--- config.mk ---
export PLATFORM = sky130hd
export DESIGN_NAME = disp_tgen
export DESIGN_NICKNAME = d
export VERILOG_FILES = /design/src/rtl/tg_pkg.sv /design/src/rtl/tg_regs.sv /design/src/rtl/tg_counters.sv /design/src/rtl/tg_output.sv /design/src/rtl/disp_tgen.sv
export SDC_FILE = /design/constraint.sdc
export NUM_CORES = 1
export LEC_CHECK = 0
export ABC_AREA = 1
export BUFFER_PORTS_ARGS = -buffer_cell sky130_fd_sc_hd__clkbuf_2
export CAP_MARGIN = 20
export CORE_ASPECT_RATIO = 0.5
export CORE_UTILIZATION = 40
export DETAILED_ROUTE_END_ITERATION = 6
export HOLD_SLACK_MARGIN = 0.03
export PLACE_DENSITY = 0.59
export SLEW_MARGIN = 15
export SYNTH_ARGS = -nofsm -noshare
export SYNTH_HDL_FRONTEND = slang
export SYNTH_SLANG_ARGS = --single-unit
--- constraint.sdc ---
create_clock -name clk -period 9 [get_ports clk]
set_input_delay 1.8 -clock clk [delete_from_list [all_inputs] [get_ports clk]]
set_output_delay 1.8 -clock clk [all_outputs]
set_load 0.01 [all_outputs]
--- src/rtl/tg_pkg.sv ---
package tg_pkg;
  localparam int TG_HW = 16;  // horizontal field width
  localparam int TG_FW = 24;  // frame pixel count width

  typedef enum logic [3:0] {
    A_LINE   = 4'd0,
    A_FLEN   = 4'd1,
    A_VLEN   = 4'd2,
    A_HWIN   = 4'd3,
    A_VBEG   = 4'd4,
    A_VFIN   = 4'd5,
    A_SKEW   = 4'd6,
    A_BORDER = 4'd7,
    A_FILL   = 4'd8,
    A_POL    = 4'd9,
    A_CNTEN  = 4'd10,
    A_RUN    = 4'd11,
    A_FLUSH  = 4'd12
  } tg_addr_e;

  typedef struct packed {
    logic [TG_HW-1:0] hper;
    logic [TG_HW-1:0] hpw;
    logic [TG_HW-1:0] hbeg;
    logic [TG_HW-1:0] hfin;
    logic [TG_FW-1:0] vper;
    logic [TG_FW-1:0] vlen;
    logic [TG_FW-1:0] vbeg;
    logic [TG_FW-1:0] vfin;
    logic [TG_FW-1:0] skew;
  } tg_geom_t;
endpackage

--- src/rtl/tg_regs.sv ---
module tg_regs
  import tg_pkg::*;
#(
  parameter int DW = 32,
  parameter int CW = 24
) (
  input  logic          clk,
  input  logic          rst,
  input  logic          we,
  input  logic [3:0]    addr,
  input  logic [DW-1:0] wdata,
  input  logic          load,
  output tg_geom_t      act,
  output logic [CW-1:0] border,
  output logic [CW-1:0] fill,
  output logic [1:0]    pol,
  output logic [1:0]    cnt_en,
  output logic          run_req
);
  localparam int HI = DW / 2;
  localparam logic [CW-1:0] FILL_RST = CW'(8'hFF);

  tg_geom_t shd;
  logic     pend;

  always_ff @(posedge clk) begin
    if (rst) begin
      shd     <= '0;
      act     <= '0;
      pend    <= 1'b0;
      border  <= '0;
      fill    <= FILL_RST;
      pol     <= 2'b00;
      cnt_en  <= 2'b00;
      run_req <= 1'b0;
    end else begin
      if (load && pend) begin
        act  <= shd;
        pend <= 1'b0;
      end
      if (we) begin
        case (tg_addr_e'(addr))
          A_LINE: begin
            shd.hper <= wdata[TG_HW-1:0];
            shd.hpw  <= wdata[HI +: TG_HW];
          end
          A_FLEN:   shd.vper <= wdata[TG_FW-1:0];
          A_VLEN:   shd.vlen <= wdata[TG_FW-1:0];
          A_HWIN: begin
            shd.hbeg <= wdata[TG_HW-1:0];
            shd.hfin <= wdata[HI +: TG_HW];
          end
          A_VBEG:   shd.vbeg <= wdata[TG_FW-1:0];
          A_VFIN:   shd.vfin <= wdata[TG_FW-1:0];
          A_SKEW:   shd.skew <= wdata[TG_FW-1:0];
          A_BORDER: border   <= wdata[CW-1:0];
          A_FILL:   fill     <= wdata[CW-1:0];
          A_POL:    pol      <= wdata[1:0];
          A_CNTEN:  cnt_en   <= wdata[1:0];
          A_RUN:    run_req  <= wdata[0];
          A_FLUSH:  pend     <= 1'b1;
          default:  ;
        endcase
      end
    end
  end

  // the active geometry moves only on a frame start with a flush pending
  p_shadow_commit_r6: assert property (@(posedge clk) disable iff (rst)
    !$stable(act) |-> ($past(load) && $past(pend)));
endmodule

--- src/rtl/tg_counters.sv ---
module tg_counters
  import tg_pkg::*;
(
  input  logic             clk,
  input  logic             rst,
  input  logic             run_req,
  input  logic [TG_HW-1:0] hper,
  input  logic [TG_FW-1:0] vper,
  output logic             run,
  output logic [TG_HW-1:0] hpos,
  output logic [TG_FW-1:0] fpix,
  output logic             start,
  output logic             fend,
  output logic             lwrap
);
  assign fend  = run && (fpix == vper - 1'b1);
  assign start = (!run && run_req) || (fend && run_req);
  assign lwrap = run && !fend && (hpos == hper - 1'b1);

  always_ff @(posedge clk) begin
    if (rst) begin
      run  <= 1'b0;
      hpos <= '0;
      fpix <= '0;
    end else if (start) begin
      run  <= 1'b1;
      hpos <= '0;
      fpix <= '0;
    end else if (fend) begin
      run  <= 1'b0;
      hpos <= '0;
      fpix <= '0;
    end else if (run) begin
      fpix <= fpix + 1'b1;
      hpos <= lwrap ? '0 : hpos + 1'b1;
    end
  end

  // line position stays inside the programmed line
  p_hpos_bound_r1: assert property (@(posedge clk) disable iff (rst)
    (run && hper != '0) |-> (hpos < hper));
  // frame count stays inside the programmed frame
  p_frame_bound_r2: assert property (@(posedge clk) disable iff (rst)
    (run && vper != '0) |-> (fpix < vper));
  // the engine only stops at the end of a frame
  p_stop_boundary_r7: assert property (@(posedge clk) disable iff (rst)
    $fell(run) |-> $past(fend));
endmodule

--- src/rtl/tg_output.sv ---
module tg_output
  import tg_pkg::*;
#(
  parameter int CW    = 24,
  parameter int CNT_W = 16
) (
  input  logic             clk,
  input  logic             rst,
  input  logic             run,
  input  logic [TG_HW-1:0] hpos,
  input  logic [TG_FW-1:0] fpix,
  input  logic             start,
  input  logic             fend,
  input  logic             lwrap,
  input  tg_geom_t         act,
  input  logic [CW-1:0]    border,
  input  logic [CW-1:0]    fill,
  input  logic [1:0]       pol,
  input  logic [1:0]       cnt_en,
  input  logic [CW-1:0]    pix_in,
  input  logic             pix_vld,
  output logic             pix_rd,
  output logic             hsync_o,
  output logic             vsync_o,
  output logic             de_o,
  output logic [CW-1:0]    pix_o,
  output logic [CNT_W-1:0] frame_cnt,
  output logic [CNT_W-1:0] line_cnt
);
  logic [TG_FW-1:0] vlo, vhi;
  logic             hs_raw, vs_raw, in_win;

  assign vlo    = act.vbeg + act.skew;
  assign vhi    = act.vfin + act.skew;
  assign hs_raw = run && (hpos < act.hpw);
  assign vs_raw = run && (fpix < act.vlen);
  assign in_win = run && (hpos >= act.hbeg) && (hpos <= act.hfin) &&
                  (fpix >= vlo) && (fpix <= vhi);
  assign pix_rd = in_win;

  always_ff @(posedge clk) begin
    if (rst) begin
      hsync_o <= 1'b0;
      vsync_o <= 1'b0;
      de_o    <= 1'b0;
      pix_o   <= '0;
    end else begin
      hsync_o <= hs_raw ^ pol[0];
      vsync_o <= vs_raw ^ pol[1];
      de_o    <= in_win;
      pix_o   <= in_win ? (pix_vld ? pix_in : fill) : border;
    end
  end

  always_ff @(posedge clk) begin
    if (rst) begin
      frame_cnt <= '0;
      line_cnt  <= '0;
    end else begin
      if (start && cnt_en[0]) frame_cnt <= frame_cnt + 1'b1;
      if (start || fend)               line_cnt <= '0;
      else if (lwrap && cnt_en[1])     line_cnt <= line_cnt + 1'b1;
    end
  end

  // no data enable while the engine is idle
  p_idle_quiet_r4: assert property (@(posedge clk) disable iff (rst)
    !$past(run) |-> !de_o);
  // idle sync pins rest at their inactive level
  p_sync_idle_r3: assert property (@(posedge clk) disable iff (rst)
    !$past(run) |-> (hsync_o == $past(pol[0]) && vsync_o == $past(pol[1])));
  // line counter cleared at each frame start
  p_line_clear_r8: assert property (@(posedge clk) disable iff (rst)
    $past(start) |-> (line_cnt == '0));
  // frame counter only steps by one
  p_frame_step_r8: assert property (@(posedge clk) disable iff (rst)
    !$stable(frame_cnt) |-> (frame_cnt == $past(frame_cnt) + 1'b1));
endmodule

--- src/rtl/disp_tgen.sv ---
module disp_tgen
  import tg_pkg::*;
#(
  parameter int DW    = 32,
  parameter int CW    = 24,
  parameter int CNT_W = 16
) (
  input  logic             clk,
  input  logic             rst,
  input  logic             cfg_we,
  input  logic [3:0]       cfg_addr,
  input  logic [DW-1:0]    cfg_wdata,
  input  logic [CW-1:0]    pix_in,
  input  logic             pix_vld,
  output logic             pix_rd,
  output logic             hsync_o,
  output logic             vsync_o,
  output logic             de_o,
  output logic [CW-1:0]    pix_o,
  output logic             tg_active,
  output logic [CNT_W-1:0] frame_cnt,
  output logic [CNT_W-1:0] line_cnt
);
  tg_geom_t         act;
  logic [CW-1:0]    border, fill;
  logic [1:0]       pol, cnt_en;
  logic             run_req, run, start, fend, lwrap;
  logic [TG_HW-1:0] hpos;
  logic [TG_FW-1:0] fpix;

  tg_regs #(.DW(DW), .CW(CW)) u_regs (
    .clk(clk), .rst(rst), .we(cfg_we), .addr(cfg_addr), .wdata(cfg_wdata),
    .load(start), .act(act), .border(border), .fill(fill), .pol(pol),
    .cnt_en(cnt_en), .run_req(run_req)
  );

  tg_counters u_cnt (
    .clk(clk), .rst(rst), .run_req(run_req), .hper(act.hper), .vper(act.vper),
    .run(run), .hpos(hpos), .fpix(fpix), .start(start), .fend(fend), .lwrap(lwrap)
  );

  tg_output #(.CW(CW), .CNT_W(CNT_W)) u_out (
    .clk(clk), .rst(rst), .run(run), .hpos(hpos), .fpix(fpix), .start(start),
    .fend(fend), .lwrap(lwrap), .act(act), .border(border), .fill(fill),
    .pol(pol), .cnt_en(cnt_en), .pix_in(pix_in), .pix_vld(pix_vld),
    .pix_rd(pix_rd), .hsync_o(hsync_o), .vsync_o(vsync_o), .de_o(de_o),
    .pix_o(pix_o), .frame_cnt(frame_cnt), .line_cnt(line_cnt)
  );

  assign tg_active = run;
endmodule

==> results.json, run 1 <==
{
  "status": "complete, no violations",
  "fin_cells": 4697,
  "clk_latency_ns": 0.60,
  "routabilityCongestion": 0.924,
  "worstPathMaxFanout": 28,
  "setup_viol": 0,
  "skew_ns": 0.0189,
  "ctsHoldBuffers": 0,
  "irDropWorstVdd_v": 0.000143,
  "synth_area_leaders": "dfxtp_1 (39%), nand2_1 (9.6%), nor2_1 (9.3%)",
  "fin_crit_sh_pct": 80.7,
  "min-delay-start": "u_regs.shd[133]$_SDFFE_PP0P_",
  "startpoint_type": "register",
  "cp_data_arrival_time_ns": 5.46,
  "h-tree-depth": 2,
  "antenna_found_initial": 4,
  "regArea_mm2": 0.0105,
  "hpwl_mm": 54.8,
  "synth_cell_types": 46,
  "syn_area_mm2": 0.0268,
  "synth_area_per_cell_um2": 7.09,
  "busiest_layer": "met2",
  "worstPathRequired_ns": 7.20,
  "worstReg2RegEnd": "u_out.pix_o[16]$_SDFF_PP0_",
  "crit_path_cell_trace": "ha_1 -> inv_1 -> fa_1 -> nand3b_1 -> nand2_1 -> a21boi_0 -> o21ai_0 -> a21boi_0 -> o21bai_1 -> a21oi_1 -> xor2_1 -> ha_1 -> nand2_1 -> inv_1 -> nand3_1 -> nor2_1 -> nand2_1 -> o2111ai_2 -> nand3_1 -> buf_4 -> inv_1 -> clkbuf_2",
  "synth_area_leader_cell": "dfxtp_1",
  "synth_flop_cell": "dfxtp_1",
  "vias_per_cell": 5.15,
  "p_leak_nw": 13.5,
  "fin_crit_ns": 7.26,
  "numCtsBuffers": 52,
  "cts_resized": 0,
  "worstMarginPinSlew_ns": 1.15,
  "port_buffers": 124,
  "fillerInstances": 6803,
  "ios": 125,
  "drtIter0Drc": 2068,
  "holdWs_ns": 0.446,
  "syn-num-nets": 4012,
  "drive_above_1_share_pct": 7.13,
  "post-synth-top-count-cell": "nand2_1",
  "routedWlPerCell_um": 17.5,
  "path_class": "register to output pin",
  "pre_cts_slack_ns": 2.34,
  "met1_usage_pct": 31.8,
  "postCtsSetupBuffers": 0,
  "tns_ns": 0,
  "rsz0062_at_grt": "false",
  "yosysWarnings": 0,
  "start_util_pct": 40.8,
  "whs_path_depth": 2,
  "ant_nets": 0,
  "cts_tree": "built",
  "critPathLaunch": "u_regs.act[0]$_SDFFE_PP0P_",
  "power.density_mw_per_mm2": 164,
  "clk_pin_slew_ns": 0.06,
  "nets": 4006,
  "rows": 66,
  "min_path_type": "register to register",
  "setup_ws_ns": 1.74,
  "ctsRootBufferMaster": "clkbuf_16",
  "final_util_pct": 45.2,
  "ys_seq_elements": 522,
  "overflow": 0,
  "max_clock_freq_mhz": 138,
  "drcViolationCount": 0,
  "use_met3_pct": 4.27,
  "multi_input_area_mm2": 0.0142,
  "clockBufferDepth": 3,
  "syn_inst": 3776,
  "hold_viol_final": 0,
  "track_usage_pct": 23.9,
  "die_y_um": 185,
  "hold_end": "u_regs.shd[133]$_SDFFE_PP0P_",
  "drv_cap": 0,
  "worst_setup_path_end_kind": "output pin",
  "slowest_stage": "o2111ai_2",
  "die_w_um": 368,
  "synth_top_area_share_pct": 39.0,
  "yosysSeqAreaShare_pct": 39.0,
  "rr_worst_depth": 23,
  "grt_pass1_vias": 22800,
  "cp_slowest_stage_delay_ns": 0.87,
  "clkSinkCount": 522,
  "place_inst": 4599,
  "use_met2_pct": 39.7,
  "wl_mm": 82.2,
  "synth_edf_count": 0,
  "grt_pass1_wl_mm": 129,
  "core_area_mm2": 0.0656,
  "grt_start_max_net_pins": 139,
  "drv_slew": 0,
  "yosys-top-cells-count": "nand2_1 (684), nor2_1 (662), dfxtp_1 (522)",
  "rrSetupSlack_ns": 3.98,
  "max_slew_margin_pct": 23.7,
  "rr_startpoint": "u_regs.act[0]$_SDFFE_PP0P_",
  "firstDrtPassIters": 5,
  "via_count": 24200,
  "areaGrowthSynthToFinish_pct": 10.8,
  "num_antenna_cells": 0,
  "async_flop_share_pct": 0,
  "dieArea_mm2": 0.0680
}
==> cell type report <==
type | instances | area share [%]
repair buffers | 149 | 2.76
inverters | 351 | 4.47
well taps | 884 | 3.73
clock buffers | 76 | 5.13
flip-flops and latches | 522 | 35.2
clock inverters | 21 | 0.958
multi-input cells | 2694 | 47.7
==> metal layers <==
metal / wire length [um] / up-vias / part of all wire, %
li1: - / 12300 / -
met1: 38300 / 11200 / 47
met2: 36900 / 536 / 45
met3: 4790 / 133 / 5.8
met4: 2210 / 0 / 2.7
met5: 0 / - / 0
==> registers in the layout, summed over array words and instances (netlist names), 2 cells and up <==
register / count
u_regs.cnt_en: 2
u_regs.border: 24
u_out.line_cnt: 16
u_out.pix_o: 24
u_regs.pol: 2
u_regs.fill: 24
u_cnt.fpix: 24
u_out.frame_cnt: 16
u_regs.shd: 184
u_cnt.hpos: 16
u_regs.act: 184
==> through the flow <==
step	area, um2	total power, mW
2_1_floorplan	26800	2.51
3_3_place_gp	27800	2.58
3_5_place_dp	27800	2.58
4_1_cts	29600	4.90
5_1_grt	29700	5.02
6_report	29700	4.86
==> worst max-delay path by stage <==
stage / end / slack [ns] / cells past startpoint
global route: pix_rd / 1.28 / 20
finish: pix_rd / 1.74 / 22
detailed placement: pix_rd / 2.34 / 22
global placement: pix_rd / 2.45 / 22
CTS: pix_rd / 1.70 / 22
floorplan: pix_rd / 3.45 / 21
==> cells in the final DEF, fill, tap and decap left out, drive strengths merged, types with 3 or more instances in the layout <==
| cell | netlist | layout |
|---|---|---|
| o211ai | 7 | 7 |
| o21bai | 5 | 5 |
| xor2 | 84 | 84 |
| mux2i | 22 | 22 |
| o21a | 6 | 6 |
| nor2 | 680 | 680 |
| nand3b | 6 | 6 |
| nand2 | 687 | 687 |
| clkbuf | 142 | 199 |
| xnor2 | 47 | 47 |
| nand3 | 124 | 124 |
| nand4 | 158 | 158 |
| clkinv | 3 | 14 |
| buf | 67 | 26 |
| a21boi | 5 | 5 |
| inv | 348 | 351 |
| a21oi | 338 | 338 |
| nor3 | 37 | 37 |
| dfxtp | 522 | 522 |
| a31oi | 4 | 4 |
| o21ai | 284 | 284 |
| ha | 170 | 170 |
| bufinv | 0 | 6 |
| o221ai | 4 | 4 |
| nor3b | 3 | 3 |
| nor4 | 9 | 9 |
==> critical path, delay by kind of cell (launching register included) <==
kind	cells	cell delay (ns)
compound gates	6	1.96
fa+ha+maj	3	0.85
simple gates	7	0.87
flops	1	0.36
buf+inv	5	0.64
xor+xnor	1	0.16
==> where the power goes <==
group          total (mW)  internal [mW]  switching (mW)
Clock                2.33           1.35           0.980
Combinational       0.185         0.0430           0.142
Sequential           2.35           2.34          0.0141
Total                4.86           3.73            1.14
==> cell families (layout without fill, tap and decap cells) <==
| kind of cell | Yosys count | count (layout) | share of synthesized area [%] |
|---|---|---|---|
| flops | 522 | 522 | 39.0 |
| simple gates | 1708 | 1708 | 26.7 |
| compound gates | 660 | 660 | 12.7 |
| buf+inv | 560 | 597 | 8.25 |
| mux | 22 | 22 | 0.823 |
| xor+xnor | 132 | 132 | 4.37 |
| fa+ha+maj | 172 | 172 | 8.09 |
No activity file was read; power rests on OpenSTA's default activity.
==> run 2: changes to the inputs <==
--- a/config.mk
+++ b/config.mk
@@ -12,7 +12,7 @@
 export CORE_UTILIZATION = 40
 export DETAILED_ROUTE_END_ITERATION = 6
 export HOLD_SLACK_MARGIN = 0.03
-export PLACE_DENSITY = 0.59
+export PLACE_DENSITY = 0.61
 export SLEW_MARGIN = 15
 export SYNTH_ARGS = -nofsm -noshare
 export SYNTH_HDL_FRONTEND = slang
==> constraint.sdc (replaced) <==
create_clock -name clk -period 6.5 [get_ports clk]
set_input_delay 1.3 -clock clk [delete_from_list [all_inputs] [get_ports clk]]
set_output_delay 1.3 -clock clk [all_outputs]
set_load 0.01 [all_outputs]
==> results.json, run 2 (same netlist as run 1, synthesis figures left out) <==
{
  "dieArea_mm2": 0.0680,
  "startpoint_type": "register",
  "nets": 4004,
  "ctsRootBufferMaster": "clkbuf_16",
  "final_util_pct": 45.4,
  "antenna_found_initial": 0,
  "drcViolationCount": 0,
  "p_leak_nw": 13.5,
  "ctsHoldBuffers": 0,
  "total_power_mw": 6.88,
  "routedWlPerCell_um": 17.3,
  "setup_viol": 0,
  "core_area_mm2": 0.0656,
  "firstDrtPassIters": 5,
  "cp_data_arrival_time_ns": 4.55,
  "drive_above_1_share_pct": 7.22,
  "postCtsSetupBuffers": 0,
  "max_slew_margin_pct": 26.2,
  "hpwl_mm": 53.9,
  "numCtsBuffers": 51,
  "clockBufferDepth": 3,
  "fin_crit_sh_pct": 90.0,
  "routabilityCongestion": 0.901,
  "clkSinkCount": 522,
  "num_antenna_cells": 0,
  "worstMarginPinSlew_ns": 1.11,
  "worstPathRequired_ns": 5.20,
  "rsz0062_at_grt": "false",
  "worstPathMaxFanout": 23,
  "grt_pass1_wl_mm": 128,
  "h-tree-depth": 2,
  "min_path_type": "register to register",
  "ios": 125,
  "via_count": 24300,
  "vias_per_cell": 5.17,
  "mostFrequentLayoutCells": "nand2_1 (684), nor2_1 (660), dfxtp_1 (520)",
  "fin_crit_ns": 5.85,
  "drv_cap": 0,
  "skew_ns": 0.0271,
  "power.density_mw_per_mm2": 231,
  "worst_setup_path_end_kind": "output pin",
  "status": "complete, no violations",
  "port_buffers": 124,
  "tns_ns": 0,
  "track_usage_pct": 23.7,
  "die_w_um": 368,
  "hold_viol_final": 0,
  "grt_start_max_net_pins": 211,
  "rows": 66,
  "clk_pin_slew_ns": 0.07,
  "drtIter0Drc": 1950,
  "areaGrowthSynthToFinish_pct": 11.3,
  "ant_nets": 0,
  "clk_latency_ns": 0.60,
  "irDropWorstVdd_v": 0.000214,
  "final_common_cell": "nand2_1",
  "regArea_mm2": 0.0105,
  "die_y_um": 185,
  "path_class": "register to output pin",
  "start_util_pct": 40.8,
  "max_clock_freq_mhz": 171,
  "cts_resized": 0,
  "multi_input_area_mm2": 0.0142,
  "grt_pass1_vias": 22900,
  "overflow": 0,
  "drv_slew": 0,
  "holdWs_ns": 0.443,
  "fillerInstances": 6643,
  "wl_mm": 81.1,
  "reg.largest.list": "u_regs.act: 184 flops, u_regs.shd: 184 flops",
  "cts_tree": "built"
}
==> run 2: cell types whose count changed in the layout (fill, tap and decap cells not counted), sizes merged <==
cell      change
bufinv        +4
clkinv        -4
clkinvlp      +1
buf           -1
inv           +1
clkbuf        -3
==> run 2: final timing paths <==
check | start | endpoint | slack [ns] | depth (start not counted)
setup / recovery | u_regs.act[2]$_SDFFE_PP0P_ | pix_rd | 0.65 | 21
hold / removal | u_regs.shd[147]$_SDFFE_PP0P_ | u_regs.shd[147]$_SDFFE_PP0P_ | 0.44 | 2
setup reg to reg | u_regs.act[2]$_SDFFE_PP0P_ | u_out.pix_o[4]$_SDFF_PP0_ | 2.02 | 23
hold reg to reg | u_regs.shd[147]$_SDFFE_PP0P_ | u_regs.shd[147]$_SDFFE_PP0P_ | 0.44 | 2
==> run 2: power breakdown <==
part / total, mW / switching [mW] / internal (mW)
combinational: 0.255 / 0.195 / 0.0599
clock: 3.37 / 1.34 / 2.03
sequential: 3.25 / 0.0206 / 3.23
==> run 2: area by class of cell <==
| type | count | share of cell area, % |
|---|---|---|
| Clock buffer | 73 | 5.10 |
| Clock inverter | 23 | 1.32 |
| Inverter | 351 | 4.45 |
| Multi-Input combinational cell | 2694 | 47.5 |
| Sequential cell | 522 | 35.1 |
| Tap cell | 884 | 3.71 |
| Timing Repair Buffer | 148 | 2.83 |
==> run 2: through the flow <==
stage                     instances  area (um2)  setup WS, ns
after floorplan                3776       26800          1.45
final                          4695       29800         0.648
after global placement         4597       27900          1.27
after detailed placement       4597       27900          1.22
after CTS                      4693       29800         0.580
after global routing           4695       29800         0.126
==> run 2: metal layers <==
| metal | vias up | wire length (um) | global-route usage (%) |
|---|---|---|---|
| met2 | 549 | 36500 | 39.4 |
| met4 | 0 | 2340 | 6.82 |
| met1 | 11300 | 38100 | 32.1 |
| li1 | 12300 | - | - |
| met5 | - | 0 | 0 |
| met3 | 129 | 4110 | 2.96 |
==> run 2: worst max-delay path: stages (launching register included) <==
cell and delay [ns]:
dfxtp_1 0.33, ha_1 0.35, a21oi_1 0.16, nand2_1 0.10, a21oi_1 0.22, o21ai_0 0.24, a21boi_0 0.37, inv_1 0.09
nand2_1 0.07, nand2_1 0.09, nand4_1 0.08, nand2_1 0.06, xor2_1 0.14, ha_1 0.32, nand4_1 0.10, nor3_1 0.33
nand4_1 0.15, nand2_1 0.13, buf_4 0.29, nand3_1 0.14, inv_1 0.09, clkbuf_2 0.12
